File: config.mk
export PLATFORM = sky130hd
export DESIGN_NAME = pgdram_ctrl
export DESIGN_NICKNAME = d
export VERILOG_FILES = /design/src/rtl/pgdram_pkg.sv /design/src/rtl/pgdram_addr_split.sv /design/src/rtl/pgdram_span_cnt.sv /design/src/rtl/pgdram_seq.sv /design/src/rtl/pgdram_ctrl.sv
export SDC_FILE = /design/constraint.sdc
export NUM_CORES = 1
export LEC_CHECK = 0
export BUFFER_PORTS_ARGS = -buffer_cell sky130_fd_sc_hd__buf_2
export CAP_MARGIN = 25
export CORE_MARGIN = 5
export CORE_UTILIZATION = 43
export CTS_CLUSTER_DIAMETER = 120
export DETAILED_ROUTE_END_ITERATION = 8
export GPL_ROUTABILITY_DRIVEN = 0
export PLACE_DENSITY = 0.66
export RECOVER_POWER = 50
export SYNTH_ARGS = -nofsm -noshare
export SYNTH_HDL_FRONTEND = slang
export SYNTH_SLANG_ARGS = --single-unit
export TNS_END_PERCENT = 30
File: constraint.sdc
create_clock -name clk -period 3.19 [get_ports clk]
set_input_delay 0.1595 -clock clk [delete_from_list [all_inputs] [get_ports clk]]
set_output_delay 0.1595 -clock clk [all_outputs]
set_load 0.01 [all_outputs]
File: src/rtl/pgdram_pkg.sv
`timescale 1ns/1ps
package pgdram_pkg;
    typedef enum logic [2:0] {
        ST_IDLE,
        ST_ROW,
        ST_CSET,
        ST_COL,
        ST_OPEN,
        ST_PRE
    } seq_state_e;
endpackage

File: src/rtl/pgdram_addr_split.sv
`timescale 1ns/1ps
module pgdram_addr_split #(
    parameter int A_W = 10
) (
    input  logic [2*A_W-1:0] req_addr,
    input  logic [A_W-1:0]   open_row,
    output logic [A_W-1:0]   row,
    output logic [A_W-1:0]   col,
    output logic             hit
);
    assign row = req_addr[2*A_W-1:A_W];
    assign col = req_addr[A_W-1:0];
    assign hit = (row == open_row);
endmodule

File: src/rtl/pgdram_span_cnt.sv
`timescale 1ns/1ps
// Counts cycles since the last restart, saturating at LIMIT.
module pgdram_span_cnt #(
    parameter int LIMIT = 22,
    parameter int W     = $clog2(LIMIT + 1)
) (
    input  logic         clk,
    input  logic         rst_n,
    input  logic         restart,
    output logic [W-1:0] count
);
    logic [W-1:0] cnt_d, cnt_q;

    always_comb begin
        cnt_d = cnt_q;
        if (restart)
            cnt_d = W'(1);
        else if (cnt_q < W'(LIMIT))
            cnt_d = cnt_q + W'(1);
    end

    always_ff @(posedge clk) begin
        if (!rst_n) cnt_q <= W'(LIMIT);
        else        cnt_q <= cnt_d;
    end

    assign count = cnt_q;

    always_ff @(posedge clk) begin
        if (rst_n) begin
            span_bound_chk: assert (cnt_q <= W'(LIMIT) && cnt_q != '0)
                else $error("span counter out of range");
        end
    end
endmodule

File: src/rtl/pgdram_seq.sv
`timescale 1ns/1ps
module pgdram_seq
    import pgdram_pkg::*;
#(
    parameter int A_W    = 10,
    parameter int DATA_W = 16,
    parameter int T_RCD  = 9,
    parameter int T_CAC  = 3,
    parameter int T_RC   = 22,
    parameter int T_PC   = 7,
    parameter int RC_W   = 5,
    parameter int PC_W   = 3
) (
    input  logic              clk,
    input  logic              rst_n,
    input  logic              req_valid,
    output logic              req_ready,
    input  logic              req_we,
    input  logic [A_W-1:0]    req_row,
    input  logic [A_W-1:0]    req_col,
    input  logic              req_hit,
    input  logic [DATA_W-1:0] req_wdata,
    input  logic [RC_W-1:0]   rc_cnt,
    input  logic [PC_W-1:0]   pc_cnt,
    output logic              ras_fall,
    output logic              cas_fall,
    output logic [A_W-1:0]    open_row,
    output logic              rd_valid,
    output logic [DATA_W-1:0] rd_data,
    output logic [A_W-1:0]    dram_addr,
    output logic              dram_ras_n,
    output logic              dram_cas_n,
    output logic              dram_we_n,
    output logic              dram_oe_n,
    output logic [DATA_W-1:0] dram_dq_o,
    output logic              dram_dq_oe,
    input  logic [DATA_W-1:0] dram_dq_i
);
    localparam int CNT_MAX = (T_RCD > T_CAC) ? T_RCD : T_CAC;
    localparam int CNT_W   = $clog2(CNT_MAX + 1);

    typedef struct packed {
        seq_state_e        state;
        logic [CNT_W-1:0]  cnt;
        logic              ras_n;
        logic              cas_n;
        logic              we_n;
        logic              oe_n;
        logic              dq_oe;
        logic [A_W-1:0]    addr;
        logic [DATA_W-1:0] dq_o;
        logic              we;
        logic [A_W-1:0]    row;
        logic [A_W-1:0]    col;
        logic [A_W-1:0]    open_row;
        logic              rd_valid;
        logic [DATA_W-1:0] rd_data;
    } seq_reg_t;

    seq_reg_t d, q;
    logic     take;
    logic     col_start;

    always_comb begin
        d         = q;
        d.rd_valid = 1'b0;
        ras_fall  = 1'b0;
        cas_fall  = 1'b0;
        req_ready = 1'b0;
        take      = 1'b0;
        col_start = 1'b0;

        unique case (q.state)
            ST_IDLE: begin
                req_ready = (rc_cnt >= RC_W'(T_RC));
                take      = req_valid && req_ready;
                if (take) begin
                    d.state    = ST_ROW;
                    d.ras_n    = 1'b0;
                    ras_fall   = 1'b1;
                    d.addr     = req_row;
                    d.open_row = req_row;
                    d.we_n     = !req_we;
                    d.dq_oe    = req_we;
                    d.cnt      = CNT_W'(1);
                end
            end
            ST_ROW: begin
                if (q.cnt == CNT_W'(T_RCD)) col_start = 1'b1;
                else d.cnt = q.cnt + CNT_W'(1);
            end
            ST_CSET: col_start = 1'b1;
            ST_COL: begin
                if (q.cnt == CNT_W'(T_CAC)) begin
                    if (!q.we) begin
                        d.rd_data  = dram_dq_i;
                        d.rd_valid = 1'b1;
                    end
                    d.state = ST_OPEN;
                    d.cas_n = 1'b1;
                    d.we_n  = 1'b1;
                    d.oe_n  = 1'b1;
                    d.dq_oe = 1'b0;
                end else begin
                    d.cnt = q.cnt + CNT_W'(1);
                end
            end
            ST_OPEN: begin
                req_ready = (pc_cnt >= PC_W'(T_PC - 1));
                take      = req_valid && req_ready;
                if (take && req_hit) begin
                    d.state = ST_CSET;
                    d.addr  = req_col;
                    d.we_n  = !req_we;
                    d.dq_oe = req_we;
                end else if (take) begin
                    d.state = ST_PRE;
                    d.ras_n = 1'b1;
                end
            end
            ST_PRE: begin
                if (rc_cnt >= RC_W'(T_RC)) begin
                    d.state    = ST_ROW;
                    d.ras_n    = 1'b0;
                    ras_fall   = 1'b1;
                    d.addr     = q.row;
                    d.open_row = q.row;
                    d.we_n     = !q.we;
                    d.dq_oe    = q.we;
                    d.cnt      = CNT_W'(1);
                end
            end
            default: d.state = ST_IDLE;
        endcase

        if (take) begin
            d.we   = req_we;
            d.row  = req_row;
            d.col  = req_col;
            d.dq_o = req_wdata;
        end

        if (col_start) begin
            d.state  = ST_COL;
            d.cas_n  = 1'b0;
            cas_fall = 1'b1;
            d.addr   = q.col;
            d.oe_n   = q.we;
            d.cnt    = CNT_W'(1);
        end
    end

    always_ff @(posedge clk) begin
        if (!rst_n) begin
            q          <= '0;
            q.state    <= ST_IDLE;
            q.ras_n    <= 1'b1;
            q.cas_n    <= 1'b1;
            q.we_n     <= 1'b1;
            q.oe_n     <= 1'b1;
        end else begin
            q <= d;
        end
    end

    assign open_row   = q.open_row;
    assign rd_valid   = q.rd_valid;
    assign rd_data    = q.rd_data;
    assign dram_addr  = q.addr;
    assign dram_ras_n = q.ras_n;
    assign dram_cas_n = q.cas_n;
    assign dram_we_n  = q.we_n;
    assign dram_oe_n  = q.oe_n;
    assign dram_dq_o  = q.dq_o;
    assign dram_dq_oe = q.dq_oe;


    strobe_conflict_chk: assert property (@(posedge clk) disable iff (!rst_n)
        !(!q.we_n && !q.oe_n));

    drive_oe_chk: assert property (@(posedge clk) disable iff (!rst_n)
        q.dq_oe |-> q.oe_n);

    cas_in_row_chk: assert property (@(posedge clk) disable iff (!rst_n)
        $fell(q.cas_n) |-> !q.ras_n);

    row_cycle_chk: assert property (@(posedge clk) disable iff (!rst_n)
        $fell(q.ras_n) |-> ($past(rc_cnt) >= RC_W'(T_RC)));

    page_cycle_chk: assert property (@(posedge clk) disable iff (!rst_n)
        $fell(q.cas_n) |-> ($past(pc_cnt) >= PC_W'(T_PC)));

    early_we_chk: assert property (@(posedge clk) disable iff (!rst_n)
        ($fell(q.cas_n) && !q.we_n) |-> ($past(!q.we_n) && $past(q.dq_oe)));

    rdv_pulse_chk: assert property (@(posedge clk) disable iff (!rst_n)
        q.rd_valid |=> !q.rd_valid);

    hit_keeps_row_chk: assert property (@(posedge clk) disable iff (!rst_n)
        (q.state == ST_OPEN && take && req_hit) |=> !q.ras_n);

    busy_after_take_chk: assert property (@(posedge clk) disable iff (!rst_n)
        take |=> !req_ready);
endmodule

File: src/rtl/pgdram_ctrl.sv
`timescale 1ns/1ps
module pgdram_ctrl #(
    parameter int A_W    = 10,
    parameter int DATA_W = 16,
    parameter int T_RAC  = 12,
    parameter int T_RC   = 22,
    parameter int T_CAC  = 3,
    parameter int T_PC   = 7
) (
    input  logic              clk,
    input  logic              rst_n,
    input  logic              req_valid,
    output logic              req_ready,
    input  logic              req_we,
    input  logic [2*A_W-1:0]  req_addr,
    input  logic [DATA_W-1:0] req_wdata,
    output logic              rd_valid,
    output logic [DATA_W-1:0] rd_data,
    output logic [A_W-1:0]    dram_addr,
    output logic              dram_ras_n,
    output logic              dram_cas_n,
    output logic              dram_we_n,
    output logic              dram_oe_n,
    output logic [DATA_W-1:0] dram_dq_o,
    output logic              dram_dq_oe,
    input  logic [DATA_W-1:0] dram_dq_i
);
    localparam int T_RCD = T_RAC - T_CAC;
    localparam int RC_W  = $clog2(T_RC + 1);
    localparam int PC_W  = $clog2(T_PC + 1);

    logic [A_W-1:0]  req_row, req_col, open_row;
    logic            req_hit, ras_fall, cas_fall;
    logic [RC_W-1:0] rc_cnt;
    logic [PC_W-1:0] pc_cnt;

    pgdram_addr_split #(.A_W(A_W)) u_split (
        .req_addr (req_addr),
        .open_row (open_row),
        .row      (req_row),
        .col      (req_col),
        .hit      (req_hit)
    );

    pgdram_span_cnt #(.LIMIT(T_RC), .W(RC_W)) u_row_span (
        .clk     (clk),
        .rst_n   (rst_n),
        .restart (ras_fall),
        .count   (rc_cnt)
    );

    pgdram_span_cnt #(.LIMIT(T_PC), .W(PC_W)) u_col_span (
        .clk     (clk),
        .rst_n   (rst_n),
        .restart (cas_fall),
        .count   (pc_cnt)
    );

    pgdram_seq #(
        .A_W(A_W), .DATA_W(DATA_W), .T_RCD(T_RCD), .T_CAC(T_CAC),
        .T_RC(T_RC), .T_PC(T_PC), .RC_W(RC_W), .PC_W(PC_W)
    ) u_seq (
        .clk        (clk),
        .rst_n      (rst_n),
        .req_valid  (req_valid),
        .req_ready  (req_ready),
        .req_we     (req_we),
        .req_row    (req_row),
        .req_col    (req_col),
        .req_hit    (req_hit),
        .req_wdata  (req_wdata),
        .rc_cnt     (rc_cnt),
        .pc_cnt     (pc_cnt),
        .ras_fall   (ras_fall),
        .cas_fall   (cas_fall),
        .open_row   (open_row),
        .rd_valid   (rd_valid),
        .rd_data    (rd_data),
        .dram_addr  (dram_addr),
        .dram_ras_n (dram_ras_n),
        .dram_cas_n (dram_cas_n),
        .dram_we_n  (dram_we_n),
        .dram_oe_n  (dram_oe_n),
        .dram_dq_o  (dram_dq_o),
        .dram_dq_oe (dram_dq_oe),
        .dram_dq_i  (dram_dq_i)
    );
endmodule

==> run summary <==
status -> finished clean
port bufs -> 104
total gr overflow -> 0
Clock Latency Late Sink -> 0.36 ns
final core utilization -> 47.3%
Seq pwr share -> 48.2%
final-report max-slew violation count -> 0
Post-CTS Repair Setup Buffers -> 0
Syn Inst Count -> 584
WL per Instance -> 14.4 um
Worst Max-Slew Pin Slew -> 1.01 ns
crit path DAT -> 2.78 ns
Clock power frac -> 25.1%
Seq/Total Area, Yosys -> 39.5%
vias -> 3983
combinational share of power -> 26.6%
Synth cell types -> 57
Setup WS pre-CTS -> 1.00 ns
area leader, netlist -> dfxtp_1
met3 Resource Use GR -> 3.16%
DRT Pass-1 Iters -> 5
Synth area leaders -> dfxtp_1, nand2_1, buf_4
CP Cell Sequence -> nand2_1 > a211oi_4 > clkbuf_1 > nor2_1 > a311oi_1
largest net degree at the start of global routing -> 75
Tmin final -> 2.53 ns
Synth Register Bits -> 94
post-synth top area share -> 39.5%
H-tree Lvls -> 3
crit-path max FO -> 26
fin crit share -> 79.2%
Sum Neg Setup Slack -> 0 ns
GR peak layer -> met2
Sw Pwr -> 1040 uW
maxcap violations -> 0
top-count cell post-synth -> nand2_1
global-route wire length before repair -> 18200 um
detailed-placement wirelength estimate -> 8040 um
max_slew headroom -> 32.4%
GRT met1 Usage -> 22.0%
Syn Area/Cell -> 8.16 um^2
initial core utilization -> 43.9%
Core ar. -> 10800 um^2
CP max stage cell -> dfxtp_1
endpoints failing hold -> 0
count of final setup violators -> 0
Post-Route WL -> 11000 um
M2 GR Usage -> 27.9%
Finished Layout Cells -> 769
vias in the first global route -> 3860
Nets -> 686
number of synthesized flops with an enable pin -> 0
Tot GR Track Use -> 16.8%
pwr dens -> 606 nW/um^2
Initial DRC Count -> 171
P_leak -> 0.00193 uW
Syn-to-layout area delta -> 7.64%
Clock Sinks -> 94
die area -> 13300 um^2
final clock skew -> 0.0149 ns
VDD IR max -> 0.000261 V
Die Width -> 115 um
CTS tree -> yes
hold_buf cts -> 0
Inst Count DP -> 753
asr flop ratio synth -> 0%
CTS root buffer -> clkbuf_8
Min-Delay Path Class -> primary input to flop
Post-synth top cells -> nand2_1, dfxtp_1, o21ai_0
warnings from Yosys -> 0
antenna cells -> 0
nature of the critical path endpoint -> flop
DRC Markers -> 0
P_int -> 2070 uW
Worst setup SP type -> flop
DR vias/cell -> 5.18
Die Y -> 115 um
io pins -> 105
initial antenna violation count -> 0
Post-Syn Nets -> 646
Net Sw Frac -> 33.5%
Worst-path clk slew -> 0.10 ns
CTS resizes -> 0
Cell Area, Synth -> 4760 um^2
Inserted Clock Buffers -> 9
Setup CP Type -> flop to flop
ys flop type -> dfxtp_1
Setup WS post-layout -> 0.664 ns
Rows -> 38
clock tree buffer depth -> 2
RSZ-0062 raised after global routing -> no
layout cells sized above 1 -> 15.6%
Hold WS -> 0.0270 ns
Max Clock Freq -> 0.396 GHz
Critical Path RT -> 3.44 ns
delay of the slowest cell on the worst path -> 0.80 ns
ANT nets after route -> 0
==> power by group through the flow <==
stage | Clock, uW | Sequential [uW] | Combinational [uW]
6_report | 781 | 1500 | 826
5_1_grt | 852 | 1520 | 940
4_1_cts | 804 | 1500 | 859
3_5_place_dp | 0 | 1520 | 855
3_3_place_gp | 0 | 1520 | 827
2_1_floorplan | 0 | 1480 | 729
==> cells by family after synthesis <==
family	synth area share, %
adders and majority gates	1.58
muxes	7.01
xor gates and xnor gates	2.57
buffers and inverters	11.3
and+or+nand+nor	20.6
AOI/OAI and AO/OA	17.3
DFF	39.5
==> sequential cells by signal (all words and copies together) (netlist names) <==
name and flops:
u_seq.q 28, u_seq.dram_dq_o 16, u_seq.rd_data 16, u_seq.dram_addr 10
u_seq.open_row 10, u_row_span.count 5, u_col_span.count 3, u_seq.dram_cas_n 1
u_seq.dram_dq_oe 1, u_seq.dram_oe_n 1, u_seq.dram_ras_n 1, u_seq.dram_we_n 1
u_seq.rd_valid 1
==> layout by cell type, fill, tap and decap left out, drive strengths merged, types with 2 or more instances in the layout <==
cell	n
nand2	124
dfxtp	94
buf	63
clkbuf	61
o21ai	59
nand3	41
a21oi	23
mux2i	21
nor2	19
o211ai	13
xnor2	12
mux2	11
a311oi	10
nor3	10
inv	9
ha	6
a31oi	5
o21a	5
nand4	3
o211a	2
and3b	2
nor3b	2
nor2b	2
a211o	2
o2111ai	2
a21boi	2
or2b	2
or3	2
xor2	2
or4	2
clkinvlp	2
and2	2
nand2b	2
==> final timing paths <==
kind                            slack (ns)             start                 end  depth (start not counted)
worst max-delay path                  0.66       u_seq.q[83]   u_seq.open_row[8]                          5
worst min-delay path                  0.03      req_wdata[2]  u_seq.dram_dq_o[2]                          3
worst max register to register        0.66       u_seq.q[83]   u_seq.open_row[8]                          5
worst min register to register        0.46  u_seq.rd_data[7]    u_seq.rd_data[7]                          2
==> per-stage QoR <==
stage | total power [uW] | area, um^2
CTS | 3160 | 5210
detailed placement | 2380 | 5020
floorplan | 2210 | 4760
global placement | 2340 | 5020
global route | 3320 | 5130
finish | 3110 | 5130
==> layout make-up <==
type / count / area, um^2
fillers: 1108 / 5710
inverters: 8 / 30.0
repair buffers: 113 / 526
well taps: 140 / 175
clock inverters: 5 / 58.8
clock buffers: 11 / 131
flip-flops and latches: 94 / 1880
multi-input cells: 398 / 2320
==> critical path, delay by kind of cell, from the launching register on <==
| kind | cells | cell delay [ns] |
|---|---|---|
| compound gates | 2 | 0.55 |
| buf+inv | 1 | 0.78 |
| flops | 1 | 0.80 |
| simple gates | 2 | 0.27 |
==> layer usage <==
metal / part of all wire [%] / vias up / wire [um]
met5: 0 / - / 0
met4: 1.3 / 0 / 146
met3: 6.9 / 14 / 758
met2: 45 / 118 / 4960
met1: 47 / 1805 / 5170
li1: - / 2046 / -
(Power assumes the default switching activity.)
